--- src/rtl/ext_alu_pkg.sv ---
// Package: shared selector encodings for the extender-based ALU.
// Assumes a two-bit selector whose meaning depends on the mode line.
package ext_alu_pkg;
    // Arithmetic mode (mode line high)
    localparam logic [1:0] AR_DEC  = 2'b00;
    localparam logic [1:0] AR_ADD  = 2'b01;
    localparam logic [1:0] AR_SUB  = 2'b10;
    localparam logic [1:0] AR_INC  = 2'b11;
    // Bitwise mode (mode line low)
    localparam logic [1:0] LG_NOT  = 2'b00;
    localparam logic [1:0] LG_AND  = 2'b01;
    localparam logic [1:0] LG_PASS = 2'b10;
    localparam logic [1:0] LG_OR   = 2'b11;
endpackage

--- src/rtl/alu_arith_stage.sv ---
// Module: per-bit arithmetic stage. Produces the second adder input from
// the operand bit. Gives ones for decrement, b for add, ~b for subtract and
// zero for increment. Gives zero whenever the mode line is low.
// Assumes the selector encoding in ext_alu_pkg.
module alu_arith_stage (
    input  logic       mode_arith,
    input  logic [1:0] sel,
    input  logic       b_bit,
    output logic       y_bit
);
    // Sum of products for the second adder operand
    always_comb begin
        y_bit = (mode_arith & ~sel[0] & ~b_bit) | (mode_arith & ~sel[1] & b_bit);
    end
endmodule

--- src/rtl/alu_logic_stage.sv ---
// Module: per-bit logic stage. Produces the first adder input.
// Forwards a unchanged in arithmetic mode. In bitwise mode it gives
// NOT a, a AND b, a or a OR b, according to the selector.
// Assumes the selector encoding in ext_alu_pkg.
module alu_logic_stage
    import ext_alu_pkg::*;
(
    input  logic       mode_arith,
    input  logic [1:0] sel,
    input  logic       a_bit,
    input  logic       b_bit,
    output logic       x_bit
);
    // Select the bitwise function, or forward a in arithmetic mode
    always_comb begin
        if (mode_arith) begin
            x_bit = a_bit;
        end else begin
            case (sel)
                LG_NOT:  x_bit = ~a_bit;
                LG_AND:  x_bit = a_bit & b_bit;
                LG_PASS: x_bit = a_bit;
                default: x_bit = a_bit | b_bit;
            endcase
        end
    end
endmodule

--- src/rtl/alu_full_add.sv ---
// Module: one-bit full adder cell of the ripple chain.
// Assumes nothing beyond known input values.
module alu_full_add (
    input  logic x_bit,
    input  logic y_bit,
    input  logic c_in,
    output logic s_bit,
    output logic c_out
);
    // Sum is the odd parity of the inputs; carry is the majority
    always_comb begin
        s_bit = x_bit ^ y_bit ^ c_in;
        c_out = (x_bit & y_bit) | (c_in & (x_bit ^ y_bit));
    end
endmodule

--- src/rtl/ext_alu.sv ---
// Module: top of the extender-based ALU. One logic stage, one arithmetic
// stage and one full adder per bit, with a rippling carry. The carry-in
// is mode AND sel[1]. Both flags are held at zero in bitwise mode.
// Assumes WIDTH >= 2, so that two top carries exist for signed overflow.
module ext_alu #(
    parameter int WIDTH = 4
) (
    input  logic [WIDTH-1:0] in_a,
    input  logic [WIDTH-1:0] in_b,
    input  logic             mode_arith,
    input  logic [1:0]       sel,
    output logic [WIDTH-1:0] result,
    output logic             carry_out,
    output logic             ovf_signed
);
    localparam int TOP = WIDTH - 1;

    logic [WIDTH-1:0] x_vec;
    logic [WIDTH-1:0] y_vec;
    logic [WIDTH:0]   carry;

    // Carry-in is derived from the control bits
    always_comb begin
        carry[0] = mode_arith & sel[1];
    end

    for (genvar i = 0; i < WIDTH; i++) begin : g_bit
        alu_logic_stage u_le (
            .mode_arith (mode_arith),
            .sel        (sel),
            .a_bit      (in_a[i]),
            .b_bit      (in_b[i]),
            .x_bit      (x_vec[i])
        );
        alu_arith_stage u_ae (
            .mode_arith (mode_arith),
            .sel        (sel),
            .b_bit      (in_b[i]),
            .y_bit      (y_vec[i])
        );
        alu_full_add u_fa (
            .x_bit (x_vec[i]),
            .y_bit (y_vec[i]),
            .c_in  (carry[i]),
            .s_bit (result[i]),
            .c_out (carry[i+1])
        );
    end

    // Flags come from the top carries and are held at zero in bitwise mode
    always_comb begin
        carry_out  = mode_arith & carry[WIDTH];
        ovf_signed = mode_arith & (carry[WIDTH] ^ carry[TOP]);
    end
endmodule

--- config.mk ---
export PLATFORM = sky130hd
export DESIGN_NAME = ext_alu
export DESIGN_NICKNAME = d
export VERILOG_FILES = /design/src/rtl/ext_alu_pkg.sv /design/src/rtl/alu_arith_stage.sv /design/src/rtl/alu_logic_stage.sv /design/src/rtl/alu_full_add.sv /design/src/rtl/ext_alu.sv
export SDC_FILE = /design/constraint.sdc
export NUM_CORES = 1
export LEC_CHECK = 0
export BUFFER_PORTS_ARGS = -buffer_cell sky130_fd_sc_hd__buf_2
export CAP_MARGIN = 0
export CORE_AREA = 5 5 42 44
export DETAILED_ROUTE_END_ITERATION = 16
export DIE_AREA = 0 0 47 49
export GPL_TIMING_DRIVEN = 0
export PLACE_DENSITY = 0.61
export SLEW_MARGIN = 20
export SYNTH_ARGS = -nofsm -noshare
export SYNTH_HDL_FRONTEND = slang
export SYNTH_SLANG_ARGS = --single-unit
export TNS_END_PERCENT = 50
--- constraint.sdc ---
create_clock -name vclk -period 8.3
set_clock_uncertainty 0.15 [all_clocks]
set_input_delay 0.83 -clock vclk [all_inputs]
set_output_delay 0.83 -clock vclk [all_outputs]
set_load 0.005 [all_outputs]
==> metrics.log <==
INFO  metric post_synth_fa_ha_maj_area_fraction = 23.0%
INFO  metric syn-mean-instance-area = 7.25 sq um
INFO  metric synthDistinctLibCells = 21
INFO  metric grt_start_max_net_pins = 11
INFO  metric num-clock-buffers = 0
INFO  metric dpl_cell_area = 448 sq um
INFO  metric final_setup_fails = 0
INFO  metric syn_nets = 63
INFO  metric routed-via-count = 355
INFO  metric drt-pass1-iter-count = 2
INFO  metric drt_wl_total = 798 um
INFO  metric seq_cell_count = 0
INFO  metric drt-wirelength-per-cell = 9.98 um
INFO  metric max_freq = 225 MHz
INFO  metric critPathMaxFanout = 10
INFO  metric detailedPlace.worstSlack = 3.87 ns
INFO  metric max_stage_delay_on_crit_path = 0.50 ns
INFO  metric syn_area = 348 sq um
INFO  metric finish.net_count = 81
INFO  metric combinational_family_with_the_most_area_after_synthesis = simple AND/OR/NAND/NOR gates
INFO  metric timing.critical_path.cells = buf_2 > buf_2 > nand2_1 > nand2_1 > a2bb2oi_1 > fa_1 > fa_1 > fa_1 > fa_1 > inv_1 > buf_4 > buf_2
INFO  metric global_route_wire_length_before_repair = 1350 um
INFO  metric postLayoutCellArea = 448 sq um
INFO  metric timing.max_slew.rel_slack = 77.8%
INFO  metric leakage_power_of_the_design = 0.000231 uW
INFO  metric synth_simple_gate_area_share = 24.5%
INFO  metric seq_area_frac_synth = 0%
INFO  metric post_synth_xor_area_fraction = 2.52%
INFO  metric synth_compound_gate_area_share = 17.6%
INFO  metric floorplan.io_pins = 17
INFO  metric finalWeightedCongestion = 0.675
INFO  metric globalRoute.totalOverflow = 0
INFO  metric die_w = 47 um
INFO  metric fp.dieArea = 0.00230 sq mm
INFO  metric finalCriticalPeriod = 4.43 ns
INFO  metric cts_repair_resize_count = 0
INFO  metric peak_supply_drop = 0.0344 mV
INFO  metric fillers = 161
INFO  metric whs_path_depth = 4
INFO  metric setup-tns-final = 0 ns
INFO  metric wp_data_arrival = 3.45 ns
INFO  metric worst_hold_path.endpoint = ovf_signed
INFO  metric worst_hold_path_type = primary input to output pin
INFO  metric max-cap-violations = 0
INFO  metric cp-start-kind = primary input
INFO  metric p_per_area = 78.8 mW/mm^2
INFO  metric crit_path_end_kind = output pin
INFO  metric postSynthCellCount = 48
INFO  metric detailedRoute.firstIterationViolations = 3
INFO  metric timing_worst_slew_pin_value = 0.331 ns
INFO  metric cell_with_the_largest_stage_delay_on_the_worst_path = fa_1
INFO  metric worst-endpoint-required = 7.32 ns
INFO  metric dpl.hpwl = 675 um
INFO  metric buffer_ports.inserted = 16
INFO  metric core_region_area = 0.00140 sq mm
INFO  metric regArea = 0 sq um
INFO  metric worst_setup_slack_final = 3.87 ns
INFO  metric fp.dieH = 49 um
INFO  metric post_synth_mux_area_share = 11.5%
INFO  metric grt_usage = 7.19%
INFO  metric final_layout_size_suffix_gt1_share = 40.6%
INFO  metric finalHoldViolations = 0
INFO  metric antenna_violations_before_repair = 0
INFO  metric timing.final.max_slew_violations = 0
INFO  metric run_status = complete, no violations
INFO  metric timing.final.crit_share = 53.4%
INFO  metric initial_utilization = 24.8%
INFO  metric postCtsHoldBufs = 0
INFO  metric post_route_drc = 0
INFO  metric post_cts_buffers = 0
INFO  metric ys_warn_count = 0
INFO  metric crit_top_cell = fa_1
INFO  metric worst_hold_startpoint = mode_arith
INFO  metric worst-setup-path-type = primary input to output pin
INFO  metric postRouteAntennaNets = 0
INFO  metric synthToLayoutAreaGrowth = 28.8%
INFO  metric routed_via_density = 4.44
INFO  metric grt_setup_unrepaired = false
INFO  metric antenna_cells_inserted = 0
INFO  metric first_global_vias = 303
INFO  metric fp-row-count = 14
[layer usage]
layer	share of wire (%)	track usage (%)	vias to the layer above
li1	-	-	190
met1	48	10.4	155
met2	47	12.4	10
met3	4.5	0	0
met4	0	0	0
met5	0	0	-
[Yosys cell counts]
master	instances	area, sq um
buf_2	1	5.00
inv_2	1	3.75
nor3_1	2	10.0
nand2_1	11	41.3
a311oi_1	1	8.76
buf_4	5	37.5
a2bb2oi_1	2	17.5
xnor2_1	1	8.76
buf_6	1	11.3
a31oi_1	2	12.5
nand3_1	1	5.00
nor2_1	2	7.51
nor2_2	1	6.26
nor2b_2	1	8.76
fa_1	4	80.1
a21o_1	1	7.51
a22oi_1	1	7.51
o31ai_1	1	7.51
inv_1	4	15.0
mux2i_1	4	40.0
nor4_1	1	6.26
[power breakdown]
part | internal, uW | total, uW | leakage (uW) | switching (uW)
logic | 19.7 | 35.3 | 0.000231 | 15.6
clock network | 0 | 0 | 0 | 0
registers | 0 | 0 | 0 | 0
total | 19.7 | 35.3 | 0.000231 | 15.6
[stage by stage]
stage | hold slack (ns) | power (uW) | util (%) | std cells
finish | 1.86 | 35.3 | 32.0 | 80
global route | 1.88 | 40.7 | 32.0 | 80
CTS | 1.86 | 36.1 | 32.0 | 80
detailed placement | 1.86 | 35.8 | 32.0 | 80
global placement | 1.86 | 35.4 | 32.0 | 80
floorplan | 1.73 | 24.0 | - | 48
[critical path, delay by kind of cell]
family | cells | cell delay (ns)
fa+ha+maj | 4 | 1.78
buf+inv | 5 | 0.63
simple gates | 2 | 0.13
compound gates | 1 | 0.08
[layout make-up]
| class | count | area [sq um] | area share [%] |
|---|---|---|---|
| buffer | 7 | 53.8 | 12.0 |
| inverter | 5 | 18.8 | 4.19 |
| multi-input combinational | 36 | 275 | 61.5 |
| tap | 16 | 20.0 | 4.47 |
| timing repair buffer | 16 | 80.1 | 17.9 |
[worst max-delay path by stage]
stage                        from          to  slack (ns)  cells past startpoint
after floorplan           in_a[0]  ovf_signed        4.27                      9
after global placement     sel[0]   result[3]        3.88                     12
after detailed placement   sel[0]   result[3]        3.87                     12
after CTS                  sel[0]   result[3]        3.86                     12
after global routing       sel[0]  ovf_signed        3.69                     12
final                      sel[0]   result[3]        3.87                     12
[cells in the final DEF, fill, tap and decap left out, types with 2 or more instances in the layout]
cell	Yosys	layout
nand2_1	11	11
a31oi_1	2	2
nor2_1	2	2
mux2i_1	4	4
a2bb2oi_1	2	2
buf_2	1	17
fa_1	4	4
buf_4	5	5
nor3_1	2	2
inv_1	4	4
[cell families (layout without fill, tap and decap cells)]
| family | after synthesis | in the layout |
|---|---|---|
| buf+inv | 12 | 28 |
| compound gates | 8 | 8 |
| fa+ha+maj | 4 | 4 |
| mux | 4 | 4 |
| simple gates | 19 | 19 |
| xor+xnor | 1 | 1 |
Power figures use the tool's default switching activity.
